**config.mk**
```make
export PLATFORM = sky130hd
export DESIGN_NAME = wp_bank
export DESIGN_NICKNAME = d
export VERILOG_FILES = /design/src/rtl/wp_pkg.sv /design/src/rtl/wp_cfg_regs.sv /design/src/rtl/wp_slot_match.sv /design/src/rtl/wp_first_set.sv /design/src/rtl/wp_bank.sv
export SDC_FILE = /design/constraint.sdc
export NUM_CORES = 1
export LEC_CHECK = 0
export ABC_AREA = 1
export BUFFER_PORTS_ARGS = -buffer_cell sky130_fd_sc_hd__buf_4
export CAP_MARGIN = 40
export CORE_ASPECT_RATIO = 0.9
export CORE_UTILIZATION = 30
export DETAILED_ROUTE_END_ITERATION = 8
export PLACE_DENSITY_LB_ADDON = 0.08
export SETUP_SLACK_MARGIN = 0.05
export SYNTH_ARGS = -nofsm -noshare
export SYNTH_HDL_FRONTEND = slang
export SYNTH_SLANG_ARGS = --single-unit
```
**constraint.sdc**
```tcl
create_clock -name clk_i -period 3.1 [get_ports clk_i]
set_input_delay 0.31 -clock clk_i [delete_from_list [all_inputs] [get_ports clk_i]]
set_output_delay 0.31 -clock clk_i [all_outputs]
set_load 0.05 [all_outputs]
```
**src/rtl/wp_pkg.sv**
```systemverilog
package wp_pkg;
  localparam int unsigned CTRL_W      = 32;
  localparam int unsigned LANES       = 8;
  localparam int unsigned LANE_IDX_W  = 3;
  localparam int unsigned MASK_W      = 5;
  localparam int unsigned CB_EN       = 0;
  localparam int unsigned CB_PRIV     = 1;
  localparam int unsigned CB_LOAD     = 3;
  localparam int unsigned CB_STORE    = 4;
  localparam int unsigned CB_LANE     = 5;
  localparam int unsigned CB_MASK     = 24;

  typedef enum logic [1:0] {
    PRIV_ANY  = 2'b00,
    PRIV_SUP  = 2'b01,
    PRIV_USER = 2'b10,
    PRIV_BOTH = 2'b11
  } priv_sel_e;

  typedef struct packed {
    logic                en;
    logic                user_only;
    logic                on_load;
    logic                on_store;
    logic [LANES-1:0]    lanes;
    logic [MASK_W-1:0]   mask;
  } slot_ctrl_t;

  function automatic slot_ctrl_t decode_ctrl(input logic [CTRL_W-1:0] c);
    slot_ctrl_t d;
    d.en        = c[CB_EN];
    d.user_only = (priv_sel_e'(c[CB_PRIV +: 2]) == PRIV_USER);
    d.on_load   = c[CB_LOAD];
    d.on_store  = c[CB_STORE];
    d.lanes     = c[CB_LANE +: LANES];
    d.mask      = c[CB_MASK +: MASK_W];
    return d;
  endfunction
endpackage

```
**src/rtl/wp_cfg_regs.sv**
```systemverilog
module wp_cfg_regs
  import wp_pkg::*;
#(
  parameter int unsigned NUM_SLOTS = 4,
  parameter int unsigned ADDR_W    = 49,
  localparam int unsigned IDX_W    = (NUM_SLOTS > 1) ? $clog2(NUM_SLOTS) : 1
) (
  input  logic              clk_i,
  input  logic              rst_ni,
  input  logic              wr_en_i,
  input  logic              wr_sel_i,
  input  logic [IDX_W-1:0]  wr_idx_i,
  input  logic [ADDR_W-1:0] wr_data_i,
  output logic [CTRL_W-1:0] ctrl_o [NUM_SLOTS],
  output logic [ADDR_W-1:0] val_o  [NUM_SLOTS]
);
  for (genvar g = 0; g < NUM_SLOTS; g++) begin : g_slot
    logic sel_c;
    assign sel_c = wr_en_i && (wr_idx_i == IDX_W'(g));

    always_ff @(posedge clk_i or negedge rst_ni) begin
      if (!rst_ni) begin
        ctrl_o[g] <= '0;
        val_o[g]  <= '0;
      end else if (sel_c) begin
        if (wr_sel_i) ctrl_o[g] <= wr_data_i[CTRL_W-1:0];
        else          val_o[g]  <= wr_data_i;
      end
    end
  end
endmodule

```
**src/rtl/wp_slot_match.sv**
```systemverilog
module wp_slot_match
  import wp_pkg::*;
#(
  parameter int unsigned ADDR_W = 49
) (
  input  logic [CTRL_W-1:0] ctrl_i,
  input  logic [ADDR_W-1:0] val_i,
  input  logic              acc_valid_i,
  input  logic [ADDR_W-1:0] acc_addr_i,
  input  logic              acc_write_i,
  input  logic              acc_user_i,
  output logic              match_o,
  output logic [ADDR_W-1:0] rep_addr_o
);
  slot_ctrl_t            ctl;
  logic                  range_mode;
  logic [ADDR_W-1:0]     care;
  logic                  region_ok, lane_ok, dir_ok, priv_ok;
  logic [LANE_IDX_W-1:0] first_lane;
  logic                  unused_ctrl;

  assign ctl         = decode_ctrl(ctrl_i);
  assign unused_ctrl = ^{ctrl_i[CTRL_W-1:CB_MASK+MASK_W], ctrl_i[CB_MASK-1:CB_LANE+LANES]};
  assign range_mode  = (ctl.mask != '0);

  // low bits excluded from the address comparison
  assign care = range_mode ? ({ADDR_W{1'b1}} << ctl.mask)
                           : ({ADDR_W{1'b1}} << LANE_IDX_W);

  assign region_ok = (((acc_addr_i ^ val_i) & care) == '0);
  assign lane_ok   = range_mode ? (&ctl.lanes)
                                : ctl.lanes[acc_addr_i[LANE_IDX_W-1:0]];
  assign dir_ok    = acc_write_i ? ctl.on_store : ctl.on_load;
  assign priv_ok   = !ctl.user_only || acc_user_i;
  assign match_o   = acc_valid_i && ctl.en && dir_ok && priv_ok && region_ok && lane_ok;

  always_comb begin
    first_lane = '0;
    for (int l = LANES - 1; l >= 0; l--) begin
      if (ctl.lanes[l]) first_lane = LANE_IDX_W'(l);
    end
  end

  assign rep_addr_o = range_mode
      ? acc_addr_i
      : ({val_i[ADDR_W-1:LANE_IDX_W], {LANE_IDX_W{1'b0}}} + ADDR_W'(first_lane));
endmodule

```
**src/rtl/wp_first_set.sv**
```systemverilog
module wp_first_set #(
  parameter int unsigned N     = 4,
  localparam int unsigned IDX_W = (N > 1) ? $clog2(N) : 1
) (
  input  logic [N-1:0]     req_i,
  output logic             found_o,
  output logic [IDX_W-1:0] idx_o
);
  assign found_o = |req_i;

  always_comb begin
    idx_o = '0;
    for (int i = N - 1; i >= 0; i--) begin
      if (req_i[i]) idx_o = IDX_W'(i);
    end
  end
endmodule

```
**src/rtl/wp_bank.sv**
```systemverilog
module wp_bank
  import wp_pkg::*;
#(
  parameter int unsigned NUM_SLOTS = 4,
  parameter int unsigned ADDR_W    = 49,
  localparam int unsigned IDX_W    = (NUM_SLOTS > 1) ? $clog2(NUM_SLOTS) : 1
) (
  input  logic              clk_i,
  input  logic              rst_ni,
  input  logic              wr_en_i,
  input  logic              wr_sel_i,
  input  logic [IDX_W-1:0]  wr_idx_i,
  input  logic [ADDR_W-1:0] wr_data_i,
  input  logic              acc_valid_i,
  input  logic [ADDR_W-1:0] acc_addr_i,
  input  logic              acc_write_i,
  input  logic              acc_user_i,
  output logic              hit_o,
  output logic [IDX_W-1:0]  hit_idx_o,
  output logic [ADDR_W-1:0] hit_addr_o,
  output logic              free_o,
  output logic [IDX_W-1:0]  free_idx_o
);
  logic [CTRL_W-1:0]    ctrl_q [NUM_SLOTS];
  logic [ADDR_W-1:0]    val_q  [NUM_SLOTS];
  logic [ADDR_W-1:0]    rep_addr [NUM_SLOTS];
  logic [NUM_SLOTS-1:0] slot_hit;
  logic [NUM_SLOTS-1:0] slot_en;
  logic                 any_hit;
  logic [IDX_W-1:0]     win_idx;

  wp_cfg_regs #(.NUM_SLOTS(NUM_SLOTS), .ADDR_W(ADDR_W)) u_regs (
    .clk_i     (clk_i),
    .rst_ni    (rst_ni),
    .wr_en_i   (wr_en_i),
    .wr_sel_i  (wr_sel_i),
    .wr_idx_i  (wr_idx_i),
    .wr_data_i (wr_data_i),
    .ctrl_o    (ctrl_q),
    .val_o     (val_q)
  );

  for (genvar g = 0; g < NUM_SLOTS; g++) begin : g_cmp
    assign slot_en[g] = ctrl_q[g][CB_EN];

    wp_slot_match #(.ADDR_W(ADDR_W)) u_match (
      .ctrl_i      (ctrl_q[g]),
      .val_i       (val_q[g]),
      .acc_valid_i (acc_valid_i),
      .acc_addr_i  (acc_addr_i),
      .acc_write_i (acc_write_i),
      .acc_user_i  (acc_user_i),
      .match_o     (slot_hit[g]),
      .rep_addr_o  (rep_addr[g])
    );
  end

  wp_first_set #(.N(NUM_SLOTS)) u_hit_pick (
    .req_i   (slot_hit),
    .found_o (any_hit),
    .idx_o   (win_idx)
  );

  wp_first_set #(.N(NUM_SLOTS)) u_free_pick (
    .req_i   (~slot_en),
    .found_o (free_o),
    .idx_o   (free_idx_o)
  );

  always_ff @(posedge clk_i or negedge rst_ni) begin
    if (!rst_ni) begin
      hit_o      <= 1'b0;
      hit_idx_o  <= '0;
      hit_addr_o <= '0;
    end else begin
      hit_o <= any_hit;
      if (any_hit) begin
        hit_idx_o  <= win_idx;
        hit_addr_o <= rep_addr[win_idx];
      end
    end
  end
endmodule

```
Word-level counts from Yosys, hierarchy flattened. Cells that the tools add are included.

Bitwise gates (word level): 11. Add/sub/neg operators: 4. Multipliers: 0. Shift-type cells: 4. Order comparisons: 2. Reductions and logical operators: 55. Muxes and demuxes: 67. Divide/modulo/power cells: 0. Equal/unequal tests: 7.

Operators with widths (count): $mux 49 (10); $add 49x3->49 (4); $and 49x49->49 (4); $logic_not 49->1 (4); $shl 49x5->49 const A (4); $xor 49x49->49 (4); $bmux 49 s2 (1); $mux 3 (32); $reduce_and 8->1 (4); $logic_and 1x1->1 (24); $reduce_bool 5->1 (4); $mux 2 (8); $reduce_and 2->1 (8); $bmux 1 s3 (4); $eq 2x2->1 const B (6); $mux 1 (12); $reduce_or 4->1 (2); $logic_not 1->1 (4); $logic_or 1x1->1 (4); $lt 3x4->1 const B (1); $not 4->4 (1); $ge 3x3->1 const B (1); $not 2->3 (1); $eq 2x1->1 const B (1); 2 further kinds (2).

Latch bits: 0. ROM bits: 0. RAM bits: 0. Memories kept: 0. Input port bits: 107. Register bits: 364.

Depth between registers and ports, before layout.
Depth in word-level cells: 14. Depth in mapped cells: 21. Depth with buffers taken out: 18.

By module. A second synthesis with hierarchy kept.

Cells, all modules: 3845. Area, all modules: 24757.5 um^2.

By module, submodules not included: wp_cfg_regs (area an instance 12947.4 um^2, sequential area each 8107.8 um^2, times used 1, cells an instance 1460); wp_slot_match (area an instance 1965.6 um^2, sequential area each 0.0 um^2, times used 4, cells an instance 440); wp_bank (area an instance 3854.9 um^2, sequential area each 1301.2 um^2, times used 1, cells an instance 607); wp_first_set (area an instance 46.3 um^2, sequential area each 0.0 um^2, times used 2, cells an instance 9).

Worst setup path after synthesis. Ideal clock, no wire load.

Path type: register -> register. Start point: register u_regs.ctrl_o[90] (netlist bit). End point: register hit_addr_o[0]. Path buffers: 4. Path slack: 0.860 ns. Data arrival time: 2.122 ns. Period minus slack after synthesis: 2.240 ns. Cell stages (with the launch flop): 19. Data required time: 2.982 ns. Path through: dfrtp_1 buf_4 nor2_4 nand3_1 buf_2 nand3_1 nor2_1 nor2_1 nand2_1 nor2_2 nand3_2 nand2_2 buf_6 buf_2 nand3_1 nand3_1 nand2_1 nand2_1 nand2_1.

Longest elaborated chain between the ends: 12.

RTL lines: start: declaration (line wp_cfg_regs.sv:14) `output logic [CTRL_W-1:0] ctrl_o [NUM_SLOTS],`; start signal: indexed assignment (line wp_cfg_regs.sv:26) `if (wr_sel_i) ctrl_o[g] <= wr_data_i[CTRL_W-1:0];`; $shl 49x5->49 / $reduce_bool 5->1 (equally long branches) (line wp_slot_match.sv:27, wp_slot_match.sv:24); $mux 49 (line wp_slot_match.sv:27) `assign care = range_mode ? ({ADDR_W{1'b1}} << ctl.mask)`; $and 49x49->49 (line wp_slot_match.sv:30) `assign region_ok = (((acc_addr_i ^ val_i) & care) == '0);`; $logic_not 49->1 (line wp_slot_match.sv:30); $logic_and 1x1->1 (2 in a row) (line wp_slot_match.sv:35) `assign match_o = acc_valid_i && ctl.en && dir_ok && priv_ok && region_ok && lane_ok;`; $mux 2 (2 in a row) (line wp_first_set.sv:14) `if (req_i[i]) idx_o = IDX_W'(i);`; $not 2->3 (not written as such) (line wp_bank.sv:79) `hit_addr_o <= rep_addr[win_idx];`; $bmux 49 s2 (line wp_bank.sv:79); $mux 49 (not written as such) (2 in a row) (line wp_bank.sv:79); end signal: assignment (line wp_bank.sv:79); end: declaration (line wp_bank.sv:20) `output logic [ADDR_W-1:0] hit_addr_o,`.

Several ways; a longest one is shown, not always the timed one. The select of a mux whose other input is x is not followed. A chain may end at the register's enable or synchronous reset.

Final worst setup path.
Start point: register u_regs.ctrl_o[58] (netlist bit). End point: register hit_addr_o[48].

Longest elaborated chain between the ends: 13.

RTL lines (line): $shl 49x5->49 / $reduce_bool 5->1 (equally long branches) (wp_slot_match.sv:27, wp_slot_match.sv:24); $mux 49 (wp_slot_match.sv:27); $and 49x49->49 (wp_slot_match.sv:30); $logic_not 49->1 (wp_slot_match.sv:30); $logic_and 1x1->1 (2 in a row) (wp_slot_match.sv:35); $mux 2 (3 in a row) (wp_first_set.sv:14); $not 2->3 (not written as such) (wp_bank.sv:79); $bmux 49 s2 (wp_bank.sv:79); $mux 49 (not written as such) (2 in a row) (wp_bank.sv:79).

Several ways; a longest one is shown, not always the timed one. The select of a mux whose other input is x is not followed.

==> metrics.yaml <==
run_status:
  outcome: "finished clean"
drt:
  routedWlPerCell_um: 23.6
  postRouteWirelength_um: 103000
  drt-pass1-iter-count: 6
  via_count: 23300
  ant_nets: 0
  viasPerCell: 5.34
  drc: 0
  drtIter0Drc: 2425
grt:
  grt_pass1_wl_um: 151000
  grt_use_total_pct: 27.8
  grt_overflow: 0
  antenna_found_initial: 2
  grt_pass1_vias: 21900
  grt_max_degree: 97
job:
  cap_violations: 0
synthesis:
  ys_seq_area_share_pct: 36.6
  syn_avg_cell_area_um2: 6.63
  yosys.area_share.simple_pct: 34.4
  synth-main-ff-cell: "dfrtp_1"
  muxShareOfSynthArea_pct: 0
  async_flop_share_pct: 100
  synthAdderAreaFrac_pct: 0
  synth_area_um2: 21600
  yosysWarnings: 0
  synth_seq_cells: 316
  netlist_instances: 3259
  synth-edff-count: 0
  synth_cell_types: 45
  synth_compound_area_share_pct: 15.2
  synth_xor_area_share_pct: 5.03
  syn-num-nets: 3366
  synth_top_family_by_area: "simple AND/OR/NAND/NOR gates"
timing:
  fmaxAchievable_mhz: 347
  finalMaxSlewViolations: 0
  worst_pin_slew_ps: 780
  post-route-period-util_pct: 93.0
  fin_tns_setup_ps: 0
  rsz0062_at_grt: "false"
  hold_violations: 0
  setup_violations: 0
  period_needed_ps: 2880
  fin_skew_ps: 32.6
  max_slew_margin_pct: 48.0
  worst_slack_ps: 216
placement:
  placed_area_um2: 24300
  place.gp.congestion: 1.01
  dp_cells: 4285
  dp_slack_ps: 117
  portBuffers: 161
  dp_hpwl_um: 77800
critical_path:
  endpoint: "hit_addr_o[48]"
  r2r-start: "u_regs.ctrl_o[58]"
  crit_required_ps: 3520
  start_kind: "flip-flop"
  path_max_fanout: 33
  crit_arrival_ps: 3310
  regToRegSetupSlack_ps: 220
  reg2regPathDepth: 13
  cp-end-kind: "flip-flop"
  regToRegEndpoint: "hit_addr_o[48]"
  crit_start: "u_regs.ctrl_o[58]"
  critPathKind: "reg2reg"
min_path:
  hold_class: "in2reg"
clock_tree:
  clock_path_buffers: 3
  cts.sinks: 316
  root_buffer: "clkbuf_16"
  cts_max_level: 2
  cts_buffers: 41
  clk_pin_slew_worst_paths_ps: 60
  cts_tree: "built"
  clock_latency_ps: 580
final_layout:
  mostFrequentLayoutCells: "nand2_1 (1042), o21ai_0 (514), nand3_1 (340), dfrtp_1 (307), buf_4 (273)"
  fin_area_um2: 25900
  area_growth_pct: 20.0
  drive_gt1_share_pct: 13.4
  diodes: 0
  finalNetCount: 3500
  final_common_cell: "nand2_1"
  finalNonFillerCells: 4364
power:
  pwr_density_cell_nw_per_um2: 623
  p_leak_nw: 12.9
  vdd_drop_max_mv: 0.335
floorplan:
  fp.coreArea_um2: 70600
  dieArea_um2: 73100
  ioPinCount: 162
  rows: 92
  die_h_um: 257
  initial_core_util_pct: 30.6
  die_x_um: 285
worst min path at each step:
stage,from,endpoint,slack [ps],cells after the start
detailed placement,rst_ni,hit_addr_o[21],380,1
floorplan,rst_ni,hit_addr_o[0],10,0
global placement,rst_ni,hit_addr_o[21],370,1
global route,wr_data_i[41],u_regs.val_o[41],50,3
finish,wr_data_i[44],u_regs.val_o[191],40,3
CTS,wr_data_i[44],u_regs.val_o[191],20,3
metrics by stage:
stage               hold WS [ps]  power, mW  util, %
floorplan                   14.4       8.48        -
CTS                         17.8       16.1     36.6
global route                50.3       17.0     36.7
detailed placement           376       10.8     34.5
finish                      41.8       16.1     36.7
global placement             373       10.8     34.5
logic make-up (layout without fill, tap and decap cells):
family	count (synthesis)	after routing
and+or+nand+nor	1737	1737
DFF	316	316
buffers and inverters	452	617
AOI/OAI and AO/OA	630	630
xor gates and xnor gates	124	124
layout make-up:
type / count / area [um2]
clock buffers: 60 / 1250
inverters: 248 / 936
repair buffers: 295 / 2470
multi-input cells: 2491 / 11900
clock inverters: 14 / 210
well taps: 940 / 1180
flip-flops and latches: 316 / 7920
fillers: 7600 / 44700
where the power goes:
part | total, mW | internal (mW) | switching [mW]
combinational | 5.30 | 1.74 | 3.56
clock | 5.23 | 3.21 | 2.02
sequential | 5.61 | 4.78 | 0.835
per-layer routing:
metal | global-route usage (%) | part of all wire [%] | vias to the layer above
met2 | 43.2 | 44 | 929
met4 | 5.39 | 1.8 | 0
met5 | 0 | 0 | -
met1 | 41.2 | 47 | 11300
met3 | 3.18 | 6.8 | 109
li1 | - | - | 11000
synthesized netlist by cell type (40+ instances only):
master    number  area (um2)
nand2_1     1045        3920
o21ai_0      514        2570
nand3_1      345        1730
dfrtp_1      316        7910
inv_1        222         833
nor2_1       165         619
clkbuf_1     113         424
xor2_1        84         736
nand4_1       74         463
buf_2         53         265
a21oi_1       41         205
xnor2_1       40         350
worst max-delay path: stages, from the launching register on:
cell and delay (ps):
dfrtp_2 460, nor2_2 280, nand3_4 160, o21ai_1 310, nand4_1 160, nor2_1 130, nand3_1 140, nand2_1 150
nand2_4 120, nand2_4 160, buf_12 220, nand2_1 90, o211ai_1 210, nand3_1 120
state kept, by name, summed over array words and instances (netlist names):
name           flops
hit_addr_o        49
hit_idx_o          2
hit_o              1
u_regs.ctrl_o     72
u_regs.val_o     192
what timing repair did:
item | 4_1_cts | 5_1_grt
buffers inserted | 0 | 4
hold endpoints to repair | 70 | 0
hold buffers | 1 | 0
gates resized for setup | 0 | 24
setup endpoints to repair | 0 | 49
Note: power is estimated with default switching activity, not from simulation.
